==> src/rtl/lb_cs_pkg.sv <==
package lb_cs_pkg;
  localparam int BUS_W    = 32;
  localparam int CFG_W    = 27;
  localparam int BANK_LSB = 25;

  typedef struct packed {
    logic [1:0] wait_mode;
    logic [1:0] bank;
    logic [1:0] data_size;
    logic [1:0] addr_size;
    logic       cs_enable;
    logic       ack_use;
    logic       mux_mode;
    logic [7:0] wait_hi;
    logic [7:0] wait_lo;
  } cs_cfg_t;

  typedef enum logic [1:0] {ST_IDLE, ST_ADDR, ST_DATA, ST_GAP} cs_state_e;

  function automatic logic [BUS_W-1:0] byte_mask(input logic [1:0] code);
    case (code)
      2'b00:   byte_mask = BUS_W'(32'h0000_00ff);
      2'b01:   byte_mask = BUS_W'(32'h0000_ffff);
      2'b10:   byte_mask = BUS_W'(32'h00ff_ffff);
      default: byte_mask = '1;
    endcase
  endfunction
endpackage

==> src/rtl/lb_wait_sel.sv <==
module lb_wait_sel #(
  parameter int WAIT_W = 8,
  localparam int CNT_W = 2 * WAIT_W
) (
  input  logic [1:0]        wait_mode_i,
  input  logic              wr_i,
  input  logic [WAIT_W-1:0] wait_hi_i,
  input  logic [WAIT_W-1:0] wait_lo_i,
  output logic [CNT_W-1:0]  wait_o
);
  logic [CNT_W-1:0] lo_ext, hi_ext, joined;

  assign lo_ext = {{WAIT_W{1'b0}}, wait_lo_i};
  assign hi_ext = {{WAIT_W{1'b0}}, wait_hi_i};
  assign joined = {wait_hi_i, wait_lo_i};

  always_comb begin
    case (wait_mode_i)
      2'b00:   wait_o = lo_ext;
      2'b01:   wait_o = wr_i ? hi_ext : lo_ext;
      2'b10:   wait_o = wr_i ? joined : lo_ext;
      default: wait_o = joined;
    endcase
  end
endmodule

==> src/rtl/lb_bus_fmt.sv <==
module lb_bus_fmt
  import lb_cs_pkg::*;
(
  input  cs_state_e        st_i,
  input  cs_cfg_t          cfg_i,
  input  logic             wr_i,
  input  logic [BUS_W-1:0] addr_i,
  input  logic [BUS_W-1:0] wdata_i,
  output logic [BUS_W-1:0] ad_o,
  output logic             ad_oe_o,
  output logic [BUS_W-1:0] la_o
);
  logic [BUS_W-1:0] bank_field, bank_clr;

  assign bank_field = BUS_W'(cfg_i.bank) << BANK_LSB;
  assign bank_clr   = ~(BUS_W'(2'b11) << BANK_LSB);

  always_comb begin
    ad_o    = '0;
    ad_oe_o = 1'b0;
    la_o    = '0;
    case (st_i)
      ST_ADDR: begin
        // full address regardless of addr_size, bank overlaid
        ad_o    = (addr_i & bank_clr) | bank_field;
        ad_oe_o = 1'b1;
      end
      ST_DATA: begin
        if (wr_i) begin
          ad_o    = wdata_i & byte_mask(cfg_i.data_size);
          ad_oe_o = 1'b1;
        end
        if (!cfg_i.mux_mode) la_o = addr_i & byte_mask(cfg_i.addr_size);
      end
      default: ;
    endcase
  end
endmodule

==> src/rtl/lb_seq.sv <==
module lb_seq
  import lb_cs_pkg::*;
#(
  parameter int WAIT_W = 8,
  localparam int CNT_W = 2 * WAIT_W
) (
  input  logic             clk_i,
  input  logic             rst_ni,
  input  logic             req_i,
  input  logic             wr_i,
  input  logic [BUS_W-1:0] addr_i,
  input  logic [BUS_W-1:0] wdata_i,
  input  cs_cfg_t          cfg_i,
  input  logic [CNT_W-1:0] wait_i,
  input  logic             ack_ni,
  input  logic [BUS_W-1:0] ad_i,
  output cs_state_e        st_o,
  output cs_cfg_t          cfg_o,
  output logic             wr_o,
  output logic [BUS_W-1:0] addr_o,
  output logic [BUS_W-1:0] wdata_o,
  output logic [BUS_W-1:0] rdata_o,
  output logic             done_o,
  output logic             err_o,
  output logic             cs_no,
  output logic             ale_o,
  output logic             rd_no,
  output logic             wr_no
);
  cs_state_e        st_q;
  cs_cfg_t          cfg_q;
  logic             wr_q, err_q;
  logic [BUS_W-1:0] addr_q, wdata_q, rdata_q;
  logic [CNT_W-1:0] cnt_q;
  logic             bad_req, ack_hit, term;

  assign bad_req = !cfg_i.cs_enable || (cfg_i.data_size == 2'b10);
  assign ack_hit = cfg_q.mux_mode && cfg_q.ack_use && !ack_ni;
  assign term    = (cnt_q == '0) || ack_hit;

  always_ff @(posedge clk_i or negedge rst_ni) begin
    if (!rst_ni) begin
      st_q    <= ST_IDLE;
      cfg_q   <= '0;
      wr_q    <= 1'b0;
      err_q   <= 1'b0;
      addr_q  <= '0;
      wdata_q <= '0;
      rdata_q <= '0;
      cnt_q   <= '0;
    end else begin
      case (st_q)
        ST_IDLE: if (req_i) begin
          cfg_q   <= cfg_i;
          wr_q    <= wr_i;
          addr_q  <= addr_i;
          wdata_q <= wdata_i;
          cnt_q   <= wait_i;
          err_q   <= bad_req;
          if (bad_req)              st_q <= ST_GAP;
          else if (cfg_i.mux_mode)  st_q <= ST_ADDR;
          else                      st_q <= ST_DATA;
        end
        ST_ADDR: st_q <= ST_DATA;
        ST_DATA: begin
          if (term) begin
            st_q <= ST_GAP;
            if (!wr_q) rdata_q <= ad_i & byte_mask(cfg_q.data_size);
          end else begin
            cnt_q <= cnt_q - 1'b1;
          end
        end
        default: st_q <= ST_IDLE;
      endcase
    end
  end

  assign st_o    = st_q;
  assign cfg_o   = cfg_q;
  assign wr_o    = wr_q;
  assign addr_o  = addr_q;
  assign wdata_o = wdata_q;
  assign rdata_o = rdata_q;
  assign done_o  = (st_q == ST_GAP);
  assign err_o   = (st_q == ST_GAP) && err_q;
  assign cs_no   = (st_q != ST_DATA);
  assign ale_o   = (st_q == ST_ADDR);
  assign rd_no   = !((st_q == ST_DATA) && !wr_q);
  assign wr_no   = !((st_q == ST_DATA) && wr_q);

  a_r2_cs_after_ale: assert property (@(posedge clk_i) disable iff (!rst_ni)
    $fell(ale_o) |-> !cs_no);
  a_r4_strobe_in_cs: assert property (@(posedge clk_i) disable iff (!rst_ni)
    (!rd_no || !wr_no) |-> !cs_no);
  a_r7_direct_runs_full: assert property (@(posedge clk_i) disable iff (!rst_ni)
    (st_q == ST_DATA && !cfg_q.mux_mode && cnt_q != '0) |=> (st_q == ST_DATA));
  a_r10_err_with_done: assert property (@(posedge clk_i) disable iff (!rst_ni)
    err_o |-> (done_o && cs_no && !ale_o));
  a_r11_cs_gap: assert property (@(posedge clk_i) disable iff (!rst_ni)
    $rose(cs_no) |=> cs_no);
  a_r11_done_pulse: assert property (@(posedge clk_i) disable iff (!rst_ni)
    done_o |=> !done_o);
endmodule

==> src/rtl/lb_cs_engine.sv <==
module lb_cs_engine
  import lb_cs_pkg::*;
#(
  parameter int WAIT_W = 8
) (
  input  logic             clk_i,
  input  logic             rst_ni,
  input  logic             req_i,
  input  logic             wr_i,
  input  logic [BUS_W-1:0] addr_i,
  input  logic [BUS_W-1:0] wdata_i,
  input  logic [CFG_W-1:0] cfg_i,
  output logic [BUS_W-1:0] rdata_o,
  output logic             done_o,
  output logic             err_o,
  output logic [BUS_W-1:0] ad_o,
  output logic             ad_oe_o,
  input  logic [BUS_W-1:0] ad_i,
  output logic [BUS_W-1:0] la_o,
  output logic             ale_o,
  output logic             cs_no,
  output logic             rd_no,
  output logic             wr_no,
  input  logic             ack_ni
);
  localparam int CNT_W = 2 * WAIT_W;

  cs_cfg_t          cfg_in, cfg_q;
  cs_state_e        st;
  logic [CNT_W-1:0] wait_sel;
  logic             wr_q;
  logic [BUS_W-1:0] addr_q, wdata_q;

  assign cfg_in = cs_cfg_t'(cfg_i);

  lb_wait_sel #(.WAIT_W(WAIT_W)) u_wait (
    .wait_mode_i(cfg_in.wait_mode),
    .wr_i       (wr_i),
    .wait_hi_i  (cfg_in.wait_hi),
    .wait_lo_i  (cfg_in.wait_lo),
    .wait_o     (wait_sel)
  );

  lb_seq #(.WAIT_W(WAIT_W)) u_seq (
    .clk_i  (clk_i),
    .rst_ni (rst_ni),
    .req_i  (req_i),
    .wr_i   (wr_i),
    .addr_i (addr_i),
    .wdata_i(wdata_i),
    .cfg_i  (cfg_in),
    .wait_i (wait_sel),
    .ack_ni (ack_ni),
    .ad_i   (ad_i),
    .st_o   (st),
    .cfg_o  (cfg_q),
    .wr_o   (wr_q),
    .addr_o (addr_q),
    .wdata_o(wdata_q),
    .rdata_o(rdata_o),
    .done_o (done_o),
    .err_o  (err_o),
    .cs_no  (cs_no),
    .ale_o  (ale_o),
    .rd_no  (rd_no),
    .wr_no  (wr_no)
  );

  lb_bus_fmt u_fmt (
    .st_i   (st),
    .cfg_i  (cfg_q),
    .wr_i   (wr_q),
    .addr_i (addr_q),
    .wdata_i(wdata_q),
    .ad_o   (ad_o),
    .ad_oe_o(ad_oe_o),
    .la_o   (la_o)
  );

  a_r9_read_no_drive: assert property (@(posedge clk_i) disable iff (!rst_ni)
    !rd_no |-> !ad_oe_o);
  a_r3_la_idle_zero: assert property (@(posedge clk_i) disable iff (!rst_ni)
    cs_no |-> (la_o == '0));
endmodule

==> config.mk <==
export PLATFORM = sky130hd
export DESIGN_NAME = lb_cs_engine
export DESIGN_NICKNAME = d
export VERILOG_FILES = /design/src/rtl/lb_cs_pkg.sv /design/src/rtl/lb_wait_sel.sv /design/src/rtl/lb_bus_fmt.sv /design/src/rtl/lb_seq.sv /design/src/rtl/lb_cs_engine.sv
export SDC_FILE = /design/constraint.sdc
export NUM_CORES = 1
export LEC_CHECK = 0
export CAP_MARGIN = 5
export CORE_MARGIN = 5
export CORE_UTILIZATION = 45
export DETAILED_ROUTE_END_ITERATION = 6
export PLACE_DENSITY = 0.81
export SLEW_MARGIN = 40
export SYNTH_ARGS = -nofsm -noshare
export SYNTH_HDL_FRONTEND = slang
export SYNTH_SLANG_ARGS = --single-unit
==> constraint.sdc <==
create_clock -name clk_i -period 3.4 [get_ports clk_i]
set_clock_uncertainty 0.15 [all_clocks]
set_input_delay 0.68 -clock clk_i [delete_from_list [all_inputs] [get_ports clk_i]]
set_output_delay 0.68 -clock clk_i [all_outputs]
set_load 0.005 [all_outputs]
==> results of run 1 <==
-- worst max-delay path: cells and delay by family (launching register included) --
kind | cells | cell delay [ps]
adder cells (fa/ha/maj) | 1 | 230
buffers and inverters | 4 | 990
flip-flops | 1 | 430
AND/OR/NAND/NOR | 2 | 410
-- flip-flops by register name, indices dropped and copies added (netlist names) --
register / flops
u_seq.wdata_o: 32
u_seq.addr_o: 32
u_seq.cfg_o: 8
u_seq.rdata_o: 32
u_seq.wr_o: 1
u_seq.err_q: 1
u_seq.st_o: 2
u_seq.cnt_q: 16
-- timing repair --
item / in CTS / in global routing
setup endpoints to repair: 17 / 41
hold endpoints to repair: 0 / 0
gates resized for setup: 4 / 5
-- logic make-up (layout without fill, tap and decap cells) --
| kind of cell | count (synthesis) | in the layout | synth area share, % |
|---|---|---|---|
| AOI/OAI and AO/OA | 103 | 103 | 11.0 |
| muxes | 93 | 93 | 16.8 |
| buffers and inverters | 47 | 283 | 3.24 |
| adders and majority gates | 6 | 6 | 1.21 |
| DFF | 124 | 124 | 49.9 |
| and+or+nand+nor | 190 | 190 | 17.3 |
| xor gates and xnor gates | 4 | 4 | 0.563 |
-- metrics by stage --
stage,TNS (ps),power (mW),setup slack [ps]
6_report,0,3.41,88.0
2_1_floorplan,0,1.53,709
5_1_grt,-35.9,3.52,-17.4
3_5_place_dp,0,1.72,386
4_1_cts,0,3.44,27.4
3_3_place_gp,0,1.72,503
-- layer usage --
layer,vias to the layer above,global-route usage (%),routed length (µm)
met5,-,0,0
met4,0,10.8,708
met3,61,10.2,2010
met2,285,38.0,9160
met1,2675,30.0,7880
li1,2481,-,-
-- report_power, final --
part | internal (mW) | switching [mW]
registers | 1.48 | 0.00253
logic | 0.147 | 0.0654
clock network | 1.08 | 0.636
total | 2.71 | 0.704
-- layout make-up --
type / instances / area [µm²]
inverter: 10 / 37.5
clock buffer: 21 / 450
fill: 1034 / 4450
clock inverter: 9 / 97.6
multi-input combinational: 396 / 2930
tap: 180 / 225
sequential: 124 / 3100
timing repair buffer: 243 / 2430
-- worst paths after layout --
kind	endpoint	cells past startpoint
min in group clk_i	u_seq.rdata_o[13]	2
max in group asynchronous	u_seq.wdata_o[18]	2
worst max-delay path	la_o[7]	7
worst max register to register	u_seq.rdata_o[2]	7
worst min-delay path	u_seq.wdata_o[8]	1
worst min register to register	u_seq.rdata_o[13]	2
-- synthesized netlist by cell type, types with 3 or more instances --
cell type  instances
a21oi_1            5
a22oi_1           35
a31oi_1            5
and2_1            22
and3_1            19
buf_2              7
clkbuf_1          25
dfrtp_1          124
ha_1               6
inv_1             10
mux2_2            80
mux2i_1           10
nand2_1           63
nand3_1            4
nand4_1            9
nor2_1            12
nor2b_1           33
nor3_1             4
nor4_4             3
o211ai_1           3
o21ai_0           36
xor2_1             3
==> impl_metrics.ini, run 1 <==
[die]
die_w_um = 128
dieArea_um2 = 16300
start_util_pct = 45.3
rows = 43
die_h_um = 128
num_io_pins = 231
core_area_um2 = 13700

[worst_setup_path]
worst_r2r_startpoint = u_seq.cnt_q[0]
regToRegSetupSlack_ps = 510
path_cells = inv_1 > ha_1 > inv_1 > nor2_2 > buf_4 > and2_1 > clkdlybuf4s50_1
cp.arrival_ps = 2480
path_class = reg -> out
path_common_cell = inv_1
cp-start-kind = flop
slowest_stage = clkdlybuf4s50_1
critPathMaxFanout = 16
critPathMaxStageDelay_ps = 530
startpoint = u_seq.st_o[0]
worstPathRequired_ps = 2570
end_kind = output port

[clock_tree]
cts_hold_buf = 0
postCtsSetupBuffers = 0
root_buffer = clkbuf_16
numCtsBuffers = 17
clk_latency_ps = 420
tritoncts = done
cts.sinks = 124
clockBufferDepth = 2
clk_pin_slew_ps = 60
cts.htree.levels = 4

[sta]
worstMarginPinSlew_ps = 892
finalMaxSlewViolations = 0
fmax_ghz = 0.302
rsz0062_at_grt = yes
finalSetupViolations = 0
max_slew_margin_pct = 40.2
whs_ps = 122
hold_viol = 0
period_share_pct = 97.4
fin_crit_ps = 3310

[logic_synthesis]
ys_seq_area_share_pct = 49.9
synth_flop_cell = dfrtp_1
syn_area_um2 = 6220
synthTopCellsByArea = dfrtp_1 (50%), mux2_2 (14%), a22oi_1 (4.2%)
synth_edf_count = 0
ys_types = 58
synth.avg_cell_area_um2 = 11.0
synth_nets = 701
synth_top_area_cell = dfrtp_1
synth_top_cell_area_share_pct = 49.9
ys_ff_latch = 124
async_reset_ff_share_pct = 100
yosysWarnings = 0
synthCells = 567

[grt]
overflow = 0
antenna_found_initial = 0
grt_pass1_wl_um = 31000
grt_use_total_pct = 24.5
grt_pass1_vias = 5831
grt_max_degree = 71

[final_layout]
fin_nets = 926
finalInstanceArea_um2 = 9270
final_common_cell = clkdlybuf4s50_1
utilization_pct = 67.6
area_growth_pct = 49.0
final_cell_mix = clkdlybuf4s50_1 (229), dfrtp_1 (124), mux2_2 (80), nand2_1 (63), o21ai_0 (36)
final_cells = 983
drive_gt1_share_pct = 17.4
n_antenna_cell = 0

[place]
place_area_um2 = 8710
io_buffers = 230
placed_cells = 953
gp_congestion = 0.935
place_hpwl_um = 14200

[detailed_routing]
first_iter_violations = 381
wl_per_cell_um = 20.1
drc = 0
routed_via_density = 5.60
ant_nets = 0
dr.pass1.iters = 5
drt_wl_total_um = 19800
via_count = 5502

[power]
leakagePower_nw = 4.01
ir_worst_vdd_uv = 309
powerDensity_nw_per_um2 = 368

[hold_path]
min_path_type = in -> async

[run_status]
status = finished clean

[job]
drv_cap = 0
(Power assumes the default switching activity.)
==> run 2, diff against run 1 <==
- CORE_ASPECT_RATIO: not set -> 1.25
==> impl_metrics.ini, run 2 (synthesis results as in run 1) <==
[power]
p_sw_mw = 0.712
combPwrFrac_pct = 6.0
power.internal_mw = 2.84
clkPwrFrac_pct = 52.2
total_power_mw = 3.55
ir_worst_vdd_uv = 254
swShare_pct = 20.1
power.share.sequential_pct = 41.8
powerDensity_nw_per_um2 = 379
leakagePower_nw = 4.05

[place]
gp_congestion = 0.878
placed_cells = 952
io_buffers = 230
place_hpwl_um = 14500

[sta]
max_slew_margin_pct = 46.9
finalSetupViolations = 0
fin_crit_ps = 3240
period_share_pct = 95.4
whs_ps = 101
rsz0062_at_grt = no
fmax_ghz = 0.308
worstMarginPinSlew_ps = 774
tns_ps = 0
finalMaxSlewViolations = 0
hold_viol = 0

[worst_setup_path]
cp-start-kind = flop
end_kind = output port
path_buf_inv = 4
critPathMaxStageDelay_ps = 550
cp_top_family = buffers and inverters
path_common_cell = inv_1
path_cells = inv_1 > ha_1 > inv_1 > nor2_1 > buf_4 > and3_1 > clkdlybuf4s50_1
path_class = reg -> out
critPathMaxFanout = 16
worstPathRequired_ps = 2570
slowest_stage = clkdlybuf4s50_1
cp.arrival_ps = 2410

[clock_tree]
tritoncts = done
clockBufferDepth = 2
cts.htree.levels = 4
cts.sinks = 124
cts_hold_buf = 0
postCtsSetupBuffers = 0
root_buffer = clkbuf_16
clk_pin_slew_ps = 60
clk_latency_ps = 410
numCtsBuffers = 17

[run_status]
status = finished clean

[grt]
grt_pass1_vias = 5951
grt_use_total_pct = 24.4
overflow = 0
antenna_found_initial = 0
grt_util_met1_pct = 27.2
globalRoute.busiestLayer = met2
grt_use_met2_pct = 41.8
grt_max_degree = 67
grt_pass1_wl_um = 31100
met3_usage_pct = 10.5

[final_layout]
area_growth_pct = 50.5
drive_gt1_share_pct = 18.0
n_antenna_cell = 0
final_cells = 984
fin_nets = 930
final_cell_mix = clkdlybuf4s50_1 (229), dfrtp_1 (124), mux2_2 (80), nand2_1 (63), o21ai_0 (36)
final_common_cell = clkdlybuf4s50_1

[detailed_routing]
dr.pass1.iters = 6
drc = 0
ant_nets = 0
wl_per_cell_um = 19.8
first_iter_violations = 270
routed_via_density = 5.52
drt_wl_total_um = 19500
via_count = 5432

[die]
die_h_um = 141
start_util_pct = 45.4
rows = 48
num_io_pins = 231
dieArea_um2 = 16300
core_area_um2 = 13700
die_w_um = 115

[hold_path]
min_path_type = in -> async

[job]
drv_cap = 0
-- run 2: timing repair --
| item | CTS | global route |
|---|---|---|
| resized for setup | 2 | 5 |
| setup endpoints to repair | 10 | 24 |
| endpoints found under the hold margin | 0 | 0 |
-- run 2: area by class of cell --
cell class                 instances  area [µm²]
multi-input combinational        396        2930
inverter                          10        37.5
clock buffer                      22         474
clock inverter                    10         139
timing repair buffer             247        2460
sequential                       124        3100
fill                            1028        4330
tap                              175         219
-- run 2: routing by layer --
metal | vias to the layer above | wire length (µm)
li1 | 2489 | -
met1 | 2675 | 7130
met2 | 241 | 10000
met3 | 27 | 1940
met4 | 0 | 414
met5 | - | 0
-- run 2: power groups by stage --
stage	combinational (mW)	clock (mW)	sequential, mW
floorplan	0.0145	0	1.51
global placement	0.210	0	1.51
detailed placement	0.212	0	1.51
CTS	0.214	1.89	1.48
global route	0.228	1.96	1.48
finish	0.212	1.85	1.48
-- run 2: per-stage QoR --
stage	cell area (µm²)	setup WS, ps	utilization (%)
3_3_place_gp	8730	438	63.7
4_1_cts	9340	9.23	68.2
6_report	9360	155	68.3
2_1_floorplan	6220	709	-
5_1_grt	9360	18.9	68.3
3_5_place_dp	8730	355	63.7
-- run 2: path summary, 6_finish.rpt --
path                                    from           endpoint  slack [ps]  cells past startpoint
max reg2reg                    u_seq.st_o[0]     u_seq.cnt_q[5]         550                      8
max                            u_seq.st_o[0]           la_o[22]         160                      7
min in group clk_i         u_seq.rdata_o[31]  u_seq.rdata_o[31]         330                      2
min                                   rst_ni   u_seq.wdata_o[0]         100                      1
min reg2reg                u_seq.rdata_o[31]  u_seq.rdata_o[31]         330                      2
max in group asynchronous             rst_ni   u_seq.addr_o[16]        2240                      2
==> run 3, diff against run 2 <==
- SKIP_CTS_REPAIR_TIMING: not set -> 1
- clock period: 3.4 -> 4.04 ns (I/O delays scaled with it)
==> impl_metrics.ini, run 3 (synthesis results as in run 1) <==
[detailed_routing]
drt_wl_total_um = 19600
ant_nets = 0
via_count = 5451
drc = 0
wl_per_cell_um = 20.1
first_iter_violations = 359
dr.pass1.iters = 7
routed_via_density = 5.59

[sta]
tns_ps = 0
finalSetupViolations = 0
max_slew_margin_pct = 49.6
hold_viol = 0
finalMaxSlewViolations = 0
fin_crit_ps = 3780
fmax_ghz = 0.265
worstMarginPinSlew_ps = 734
period_share_pct = 93.5
rsz0062_at_grt = no

[final_layout]
multi_input_comb_area_um2 = 2920
final_common_cell = clkdlybuf4s50_1
n_antenna_cell = 0
area_growth_pct = 48.7
num-fill-cells = 1019
final_cells = 976
regArea_um2 = 3100
final_cell_mix = clkdlybuf4s50_1 (229), dfrtp_1 (124), mux2_2 (80), nand2_1 (63), o21ai_0 (36)
fin_nets = 922
drive_gt1_share_pct = 16.2

[grt]
antenna_found_initial = 0
grt_max_degree = 78
grt_pass1_vias = 5891
grt_use_total_pct = 24.6
grt_pass1_wl_um = 31200
overflow = 0

[clock_tree]
clk_pin_slew_ps = 50
cts.htree.levels = 4
numCtsBuffers = 17
tritoncts = done
clk_latency_ps = 420
root_buffer = clkbuf_16
clockBufferDepth = 2
cts.sinks = 124

[worst_setup_path]
path_cells = inv_1 > ha_1 > and3_1 > and2_1 > a22oi_1 > nor2b_1 > clkdlybuf4s50_1
cp-endpoint = ad_o[30]
ff2ff_path_depth = 7
slowest_stage = clkdlybuf4s50_1
end_kind = output port
startpoint = u_seq.st_o[0]
critPathMaxFanout = 9
cp.arrival_ps = 2820
timing.rr.end = u_seq.rdata_o[2]
worst_r2r_startpoint = u_seq.cnt_q[0]
critPathMaxStageDelay_ps = 520
worstPathRequired_ps = 3080
cp-start-kind = flop
regToRegSetupSlack_ps = 1140
path_class = reg -> out

[place]
placed_cells = 944
io_buffers = 230
gp_congestion = 0.904
place_hpwl_um = 14200

[die]
rows = 48
die_w_um = 115
die_h_um = 141
core_area_um2 = 13700
dieArea_um2 = 16300
start_util_pct = 45.4
num_io_pins = 231

[hold_path]
min_path_type = in -> async

[power]
ir_worst_vdd_uv = 224
leakagePower_nw = 3.99
powerDensity_nw_per_um2 = 316

[job]
drv_cap = 0

[run_status]
status = finished clean
[run 3: cell types whose count changed in the layout (fill, tap and decap cells not counted), moves of 2 or more]
cell,change
buf_4,-7
clkinvlp_4,-2
and2_4,-2
and2_1,+2
clkbuf_1,+4
[run 3: final cells by class]
cell class                 count  area share (%)
clock inverter                 6           0.920
sequential                   124            33.5
multi-input combinational    396            31.6
tap                          175            2.37
timing repair buffer         239            25.9
clock buffer                  26            5.29
inverter                      10           0.406
[run 3: layer usage]
layer,GRT usage [%],share of wire [%],wire (µm),vias up
li1,-,-,-,2477
met1,27.3,36,7040,2662
met2,42.0,51,10000,266
met3,10.1,11,2090,46
met4,9.02,2.6,508,0
met5,1.27,0,0,-
[run 3: worst max-delay path, delay by kind of cell, from the launching register on]
| family | cells | cell delay, ps |
|---|---|---|
| AOI/OAI and AO/OA | 1 | 120 |
| adders and majority gates | 1 | 170 |
| buffers and inverters | 2 | 620 |
| DFF | 1 | 440 |
| and+or+nand+nor | 3 | 1050 |
[run 3: power by group]
part / internal, mW / switching, mW
clock: 0.955 / 0.538
sequential: 1.25 / 0.00193
combinational: 0.123 / 0.0550
total: 2.32 / 0.595
[run 3: through the flow]
stage	hold WS, ps	power (mW)	util [%]	setup slack [ps]	instance area, µm²
floorplan	323	1.28	-	1220	6220
global placement	313	1.45	63.3	738	8670
detailed placement	325	1.45	63.3	688	8670
CTS	273	2.94	67.5	237	9240
global route	310	3.01	67.5	46.5	9250
finish	251	2.92	67.5	261	9250
[run 3: how the worst min path moves through the flow]
stage	depth (start not counted)	slack, ps	from	to
after floorplan	1	320	u_seq.addr_o[26]	u_seq.addr_o[26]
after global placement	2	310	u_seq.rdata_o[13]	u_seq.rdata_o[13]
after detailed placement	2	330	u_seq.rdata_o[13]	u_seq.rdata_o[13]
after CTS	1	270	rst_ni	u_seq.wdata_o[7]
after global routing	1	310	rst_ni	u_seq.addr_o[3]
final	1	250	rst_ni	u_seq.wdata_o[0]
